[src/rtl/flt_cmp_pkg.sv]
package flt_cmp_pkg;

  typedef struct packed {
    logic load;
    logic doPop;
  } ctrlStrobe_t;

  typedef enum logic [2:0] {
    CODE_GT = 3'b000,
    CODE_LT = 3'b001,
    CODE_EQ = 3'b100,
    CODE_UN = 3'b111
  } cmpCode_t;

  typedef enum logic [2:0] {
    CLS_ZERO,
    CLS_DENORM,
    CLS_NORMAL,
    CLS_INF,
    CLS_NAN,
    CLS_UNSUP
  } fltClass_t;

endpackage

[src/rtl/flt_cmp_classify.sv]
module flt_cmp_classify
  import flt_cmp_pkg::*;
#(
  parameter int EXP_W = 15,
  parameter int MAN_W = 64
) (
  input  logic [EXP_W-1:0] expIn,
  input  logic [MAN_W-1:0] manIn,
  output fltClass_t        cls,
  output logic [EXP_W-1:0] effExp
);

  logic intBit;
  logic fracZero;
  logic expMax;
  logic expZero;

  always_comb begin
    intBit   = manIn[MAN_W-1];
    fracZero = (manIn[MAN_W-2:0] == '0);
    expMax   = &expIn;
    expZero  = (expIn == '0);

    if (expZero) begin
      cls = (intBit || !fracZero) ? CLS_DENORM : CLS_ZERO;
    end else if (!intBit) begin
      cls = CLS_UNSUP;
    end else if (expMax) begin
      cls = fracZero ? CLS_INF : CLS_NAN;
    end else begin
      cls = CLS_NORMAL;
    end

    effExp = expZero ? EXP_W'(1) : expIn;
  end

endmodule

[src/rtl/flt_cmp_widen.sv]
module flt_cmp_widen #(
  parameter int EXP_W    = 15,
  parameter int MAN_W    = 64,
  parameter int INT_W    = 32,
  parameter int NARROW_W = 16
) (
  input  logic [INT_W-1:0] rawInt,
  input  logic             wideSel,
  output logic             negOut,
  output logic             zeroOut,
  output logic [EXP_W-1:0] expOut,
  output logic [MAN_W-1:0] manOut
);

  localparam int BIAS  = (1 << (EXP_W - 1)) - 1;
  localparam int LZ_W  = $clog2(INT_W) + 1;
  localparam int TOP_E = BIAS + INT_W - 1;

  logic [INT_W-1:0] extInt;
  logic [INT_W-1:0] magInt;
  logic [LZ_W-1:0]  lzCount;
  logic [MAN_W-1:0] aligned;

  always_comb begin
    extInt = wideSel ? rawInt
                     : {{(INT_W-NARROW_W){rawInt[NARROW_W-1]}}, rawInt[NARROW_W-1:0]};
    negOut = extInt[INT_W-1];
    // Unsigned magnitude: the most negative value maps to 2^(INT_W-1) exactly.
    magInt = negOut ? (~extInt + 1'b1) : extInt;
  end

  always_comb begin
    lzCount = LZ_W'(INT_W);
    for (int i = 0; i < INT_W; i++) begin
      if (magInt[i]) lzCount = LZ_W'(INT_W - 1 - i);
    end
  end

  always_comb begin
    zeroOut = (magInt == '0);
    aligned = MAN_W'(magInt) << (MAN_W - INT_W);
    manOut  = aligned << lzCount;
    expOut  = zeroOut ? EXP_W'(1) : (EXP_W'(TOP_E) - EXP_W'(lzCount));
  end

endmodule

[src/rtl/flt_cmp_ctrl.sv]
module flt_cmp_ctrl
  import flt_cmp_pkg::*;
(
  input  logic        clk,
  input  logic        rst,
  input  logic        start,
  input  logic        popSel,
  output ctrlStrobe_t strobe,
  output logic        resValid
);

  always_comb begin
    strobe.load  = start;
    strobe.doPop = start & popSel;
  end

  always_ff @(posedge clk) begin
    if (rst) resValid <= 1'b0;
    else     resValid <= start;
  end

endmodule

[src/rtl/flt_cmp_dp.sv]
module flt_cmp_dp
  import flt_cmp_pkg::*;
#(
  parameter int EXP_W    = 15,
  parameter int MAN_W    = 64,
  parameter int INT_W    = 32,
  parameter int NARROW_W = 16,
  localparam int STV_W   = 1 + EXP_W + MAN_W,
  localparam int KEY_W   = EXP_W + MAN_W
) (
  input  logic             clk,
  input  logic             rst,
  input  ctrlStrobe_t      strobe,
  input  logic [STV_W-1:0] stValue,
  input  logic             stEmpty,
  input  logic [2:0]       topIn,
  input  logic [INT_W-1:0] intOperand,
  input  logic             wideSel,
  output logic [2:0]       codeOut,
  output logic             exInvalid,
  output logic             exDenormal,
  output logic             exUnderflow,
  output logic             popReq,
  output logic [2:0]       nextTop
);

  logic             fSignRaw;
  logic [EXP_W-1:0] fExp;
  logic [MAN_W-1:0] fMan;
  fltClass_t        fCls;
  logic [EXP_W-1:0] fEffExp;

  logic             iNeg;
  logic             iZero;
  logic [EXP_W-1:0] iExp;
  logic [MAN_W-1:0] iMan;

  assign fSignRaw = stValue[STV_W-1];
  assign fExp     = stValue[STV_W-2 -: EXP_W];
  assign fMan     = stValue[MAN_W-1:0];

  flt_cmp_classify #(.EXP_W(EXP_W), .MAN_W(MAN_W)) u_class (
    .expIn (fExp),
    .manIn (fMan),
    .cls   (fCls),
    .effExp(fEffExp)
  );

  flt_cmp_widen #(
    .EXP_W(EXP_W), .MAN_W(MAN_W), .INT_W(INT_W), .NARROW_W(NARROW_W)
  ) u_widen (
    .rawInt (intOperand),
    .wideSel(wideSel),
    .negOut (iNeg),
    .zeroOut(iZero),
    .expOut (iExp),
    .manOut (iMan)
  );

  logic             fSign;
  logic             iSign;
  logic [KEY_W-1:0] keyF;
  logic [KEY_W-1:0] keyI;
  cmpCode_t         ordCode;
  cmpCode_t         nextCode;
  logic             nextInv;
  logic             nextDen;

  // Ordered relation: signs first, then a magnitude key of {exponent, significand}.
  always_comb begin
    fSign = (fCls == CLS_ZERO) ? 1'b0 : fSignRaw;
    iSign = iZero ? 1'b0 : iNeg;
    keyF  = {fEffExp, fMan};
    keyI  = {iExp, iMan};
    if (fSign != iSign) begin
      ordCode = fSign ? CODE_LT : CODE_GT;
    end else if (keyF == keyI) begin
      ordCode = CODE_EQ;
    end else if ((keyF > keyI) ^ fSign) begin
      ordCode = CODE_GT;
    end else begin
      ordCode = CODE_LT;
    end
  end

  always_comb begin
    nextInv = 1'b0;
    nextDen = 1'b0;
    if (stEmpty) begin
      nextCode = CODE_UN;
    end else if (fCls == CLS_NAN || fCls == CLS_UNSUP) begin
      nextCode = CODE_UN;
      nextInv  = 1'b1;
    end else begin
      nextCode = ordCode;
      nextDen  = (fCls == CLS_DENORM);
    end
  end

  always_ff @(posedge clk) begin
    if (rst) begin
      codeOut     <= '0;
      exInvalid   <= 1'b0;
      exDenormal  <= 1'b0;
      exUnderflow <= 1'b0;
      popReq      <= 1'b0;
      nextTop     <= '0;
    end else begin
      popReq <= strobe.doPop;
      if (strobe.load) begin
        codeOut     <= nextCode;
        exInvalid   <= nextInv;
        exDenormal  <= nextDen;
        exUnderflow <= stEmpty;
        nextTop     <= strobe.doPop ? topIn + 3'd1 : topIn;
      end
    end
  end

endmodule

[src/rtl/flt_int_cmp.sv]
module flt_int_cmp
  import flt_cmp_pkg::*;
#(
  parameter int EXP_W    = 15,
  parameter int MAN_W    = 64,
  parameter int INT_W    = 32,
  parameter int NARROW_W = 16,
  localparam int STV_W   = 1 + EXP_W + MAN_W
) (
  input  logic             clk,
  input  logic             rst,
  input  logic             start,
  input  logic [STV_W-1:0] stValue,
  input  logic             stEmpty,
  input  logic [2:0]       topIn,
  input  logic [INT_W-1:0] intOperand,
  input  logic             wideSel,
  input  logic             popSel,
  output logic             resValid,
  output logic             condC3,
  output logic             condC2,
  output logic             condC1,
  output logic             condC0,
  output logic             exInvalid,
  output logic             exDenormal,
  output logic             exUnderflow,
  output logic             popReq,
  output logic [2:0]       nextTop
);

  ctrlStrobe_t strobe;
  logic [2:0]  codeOut;

  flt_cmp_ctrl u_ctrl (
    .clk     (clk),
    .rst     (rst),
    .start   (start),
    .popSel  (popSel),
    .strobe  (strobe),
    .resValid(resValid)
  );

  flt_cmp_dp #(
    .EXP_W(EXP_W), .MAN_W(MAN_W), .INT_W(INT_W), .NARROW_W(NARROW_W)
  ) u_dp (
    .clk        (clk),
    .rst        (rst),
    .strobe     (strobe),
    .stValue    (stValue),
    .stEmpty    (stEmpty),
    .topIn      (topIn),
    .intOperand (intOperand),
    .wideSel    (wideSel),
    .codeOut    (codeOut),
    .exInvalid  (exInvalid),
    .exDenormal (exDenormal),
    .exUnderflow(exUnderflow),
    .popReq     (popReq),
    .nextTop    (nextTop)
  );

  assign condC3 = codeOut[2];
  assign condC2 = codeOut[1];
  assign condC0 = codeOut[0];
  assign condC1 = 1'b0;

endmodule

[config.mk]
export PLATFORM = sky130hd
export DESIGN_NAME = flt_int_cmp
export DESIGN_NICKNAME = d
export VERILOG_FILES = /design/src/rtl/flt_cmp_pkg.sv /design/src/rtl/flt_cmp_classify.sv /design/src/rtl/flt_cmp_widen.sv /design/src/rtl/flt_cmp_ctrl.sv /design/src/rtl/flt_cmp_dp.sv /design/src/rtl/flt_int_cmp.sv
export SDC_FILE = /design/constraint.sdc
export NUM_CORES = 1
export LEC_CHECK = 0
export ABC_CLOCK_PERIOD_IN_PS = 5800
export BUFFER_PORTS_ARGS = -buffer_cell sky130_fd_sc_hd__buf_2
export CAP_MARGIN = 20
export CORE_MARGIN = 4
export CORE_UTILIZATION = 50
export DETAILED_ROUTE_END_ITERATION = 6
export PLACE_DENSITY = 0.77
export SYNTH_ARGS = -nofsm -noshare
export SYNTH_HDL_FRONTEND = slang
export SYNTH_SLANG_ARGS = --single-unit
[constraint.sdc]
create_clock -name clk -period 5.8 [get_ports clk]
set_input_delay 0 -clock clk [delete_from_list [all_inputs] [get_ports clk]]
set_output_delay 0 -clock clk [all_outputs]
set_load 0.01 [all_outputs]
==> metrics.txt <==
P per Cell Area=169 nW/µm²; NumNets Final=1335; register area share after synthesis=3.49%; hpwl dp=19600 µm; WHS Endpoint=u_dp.popReq$_SDFF_PP0_; final setup fails=0; CP max stage delay=0.55 ns; RePlAce Congestion=1.03; clock share of power=8.2%; global-route wire length before repair=38400 µm; Max Cap Violations=0; Final Max Tran Viols=0; worst reg-to-reg setup slack=5.10 ns; clk buf depth=2; Clock Skews=0 ns; Comb power frac=86.4%; Critical Path Source=intOperand[2]; R2R depth=2; Die Width=120 µm; via count=8465; cell area after synthesis=6320 µm²; synthesis-to-layout area growth=41.8%; synth top area cells=ha_1, mux2i_1, nor2_1, a21oi_1, nand2_1; worst hold path class=in2reg; synthesized area per cell=7.10 µm²; CTS clk-pin slew, worst paths=0.04 ns; compound-gate portion of the synthesized area=33.2%; Tcrit/Tclk final=98.5%; hold_sp=popSel; Int Power=806 µW; worst slew pin tran=0.873 ns; Commonest cells post-synth=nor2_1, nand2_1, a21oi_1, ha_1, mux2i_1; net load switching power=708 µW; RSZ-0062 raised after global routing=yes; Total GRT Usage=31.2%; clk root buf=clkbuf_16; Cells after Synth=890; final hold vios=0; Initial Utilization=51.7%; layout cells sized above 1=39.4%; core area=12200 µm²; CP max FO=9; CTS tree=built; Synth Area in Adders=10.3%; relative slew slack=41.6%; initial antenna violation count=0; FP Rows=40; RR Startpoint=u_dp.codeOut[2]$_SDFFE_PP0P_; post-synthesis xor/xnor area fraction=3.88%; type of origin of the critical path=input port; most common cell in the netlist=nor2_1; top_reg_cell synth=dfxtp_1; clock buffer count from CTS=3; total power=1510 µW; Antenna diodes=0; post-route ant nets=0; Setup WS pre-CTS=-0.209 ns; Die Area=14500 µm²; DRC=0; status=finished clean; CTS H-tree lvls=1; Ys Warns=0; crit-path most repeated cell=buf_4; initial DRC count=908; drt total wl=25000 µm; gr ovfl total=0; Top delay family on crit path=simple AND/OR/NAND/NOR gates; slowest CP cell=or4_4; top cell type's share of synthesized area=10.3%; Syn Nets=1063; critical path type=in2reg; number of synthesized flops with an enable pin=0; Worst Path Required=5.90 ns; Leak=0.00402 µW; Clock Latency Late Sink=0.23 ns; pin count of the biggest net entering global routing=31; CP endpoint kind=flip-flop; Die Ht=120 µm; synth unique cells=96; Setup WS post-layout=0.0887 ns; Synth Register Bits=11; fmax=175 MHz; Worst Path Arrival=5.82 ns; fraction of registers with async set/reset=0%; Sink Count=11; count of input and output buffers=131; I/O Pins=133; Tmin final=5.71 ns; largest family of logic cells by synthesized area=compound AO/OA/AOI/OAI gates; Via density=6.37; WP buf/inv=5; WL/cell=18.8 µm; hold path depth=2; RR Endpoint=u_dp.codeOut[2]$_SDFFE_PP0P_; post-synthesis mux area share=12.2%; vias in the first global route=7645; VDD IR max=132 µV; Flop pwr share=5.4%; sw frac=46.8%; largest area contributor in the netlist=ha_1; Post-Synth Simple-Gate Area=29.9%; Pre-Repair DR Iteration Count=5
## cells by family after synthesis
kind of cell    after synthesis
mux                          72
xor+xnor                     28
fa+ha+maj                    52
buf+inv                      95
flops                        11
simple gates                347
other cells                   1
compound gates              284
## how the worst max path moves through the flow
| stage | endpoint | slack [ns] | depth (start not counted) |
|---|---|---|---|
| after CTS | u_dp.codeOut[0]$_SDFFE_PP0P_ | 0.01 | 29 |
| after global placement | u_dp.codeOut[0]$_SDFFE_PP0P_ | -0.19 | 27 |
| after detailed placement | u_dp.codeOut[0]$_SDFFE_PP0P_ | -0.21 | 31 |
| after global routing | u_dp.codeOut[0]$_SDFFE_PP0P_ | -0.16 | 31 |
| after floorplan | u_dp.codeOut[0]$_SDFFE_PP0P_ | 0.12 | 26 |
| final | u_dp.codeOut[0]$_SDFFE_PP0P_ | 0.09 | 26 |
## registers in the layout (all words and copies together), names as in the netlist
signal,flops
u_ctrl.resValid,1
u_dp.codeOut,3
u_dp.exDenormal,1
u_dp.exInvalid,1
u_dp.exUnderflow,1
u_dp.nextTop,3
u_dp.popReq,1
## cells in the final DEF, fill, tap and decap left out, drive strengths merged, types with 14 or more instances in the layout
cell type and count:
a21o 25, buf 337, inv 22, nand4 30, o21ai 40, a21oi 55, nor3 31, nor4 33
nor2b 14, nand2b 21, nor2 77, ha 52, xnor2 17, a211oi 20, nand2 68, mux2 20
mux2i 50
## layout make-up
cell class,count,area (µm²)
multi-input combinational,785,6060
fill,998,3250
timing repair buffer,338,2300
sequential,11,220
tap,168,210
inverter,23,86.3
clock buffer,4,78.8
## power by group through the flow
stage / Sequential, µW / Clock, µW / Combinational (µW)
finish: 82.5 / 124 / 1310
global route: 82.9 / 129 / 1410
CTS: 82.5 / 124 / 1160
detailed placement: 83.6 / 0 / 1140
global placement: 83.4 / 0 / 1130
floorplan: 86.1 / 0 / 688
## worst register-to-register path, stage by stage, from the launching register on
cell and delay, ns:
dfxtp_1 0.32, nor2_1 0.05, a211oi_1 0.24
## stage by stage
| step | std cells | area [µm²] | hold slack [ns] | utilization, % | setup TNS, ns |
|---|---|---|---|---|---|
| floorplan | 890 | 6320 | 0.122 | - | 0 |
| global placement | 1313 | 8350 | 0.273 | 68.4 | -0.194 |
| detailed placement | 1313 | 8350 | 0.277 | 68.4 | -0.209 |
| CTS | 1319 | 8450 | 0.0356 | 69.2 | 0 |
| global route | 1329 | 8960 | 0.0541 | 73.4 | -0.265 |
| finish | 1329 | 8960 | 0.0337 | 73.4 | 0 |
## repair_timing
action / in CTS / in global routing
gates cloned: 0 / 2
buffers inserted: 2 / 8
pin swaps: 1 / 27
setup endpoints to repair: 1 / 2
hold buffers: 0 / 0
gates resized for setup: 1 / 84
## metal layers
metal / wire length, µm / global-route usage, %
met5: 0 / 0
met4: 312 / 3.82
met3: 2470 / 3.65
met2: 11500 / 50.9
met1: 10700 / 45.3
No activity file was read; power rests on OpenSTA's default activity.
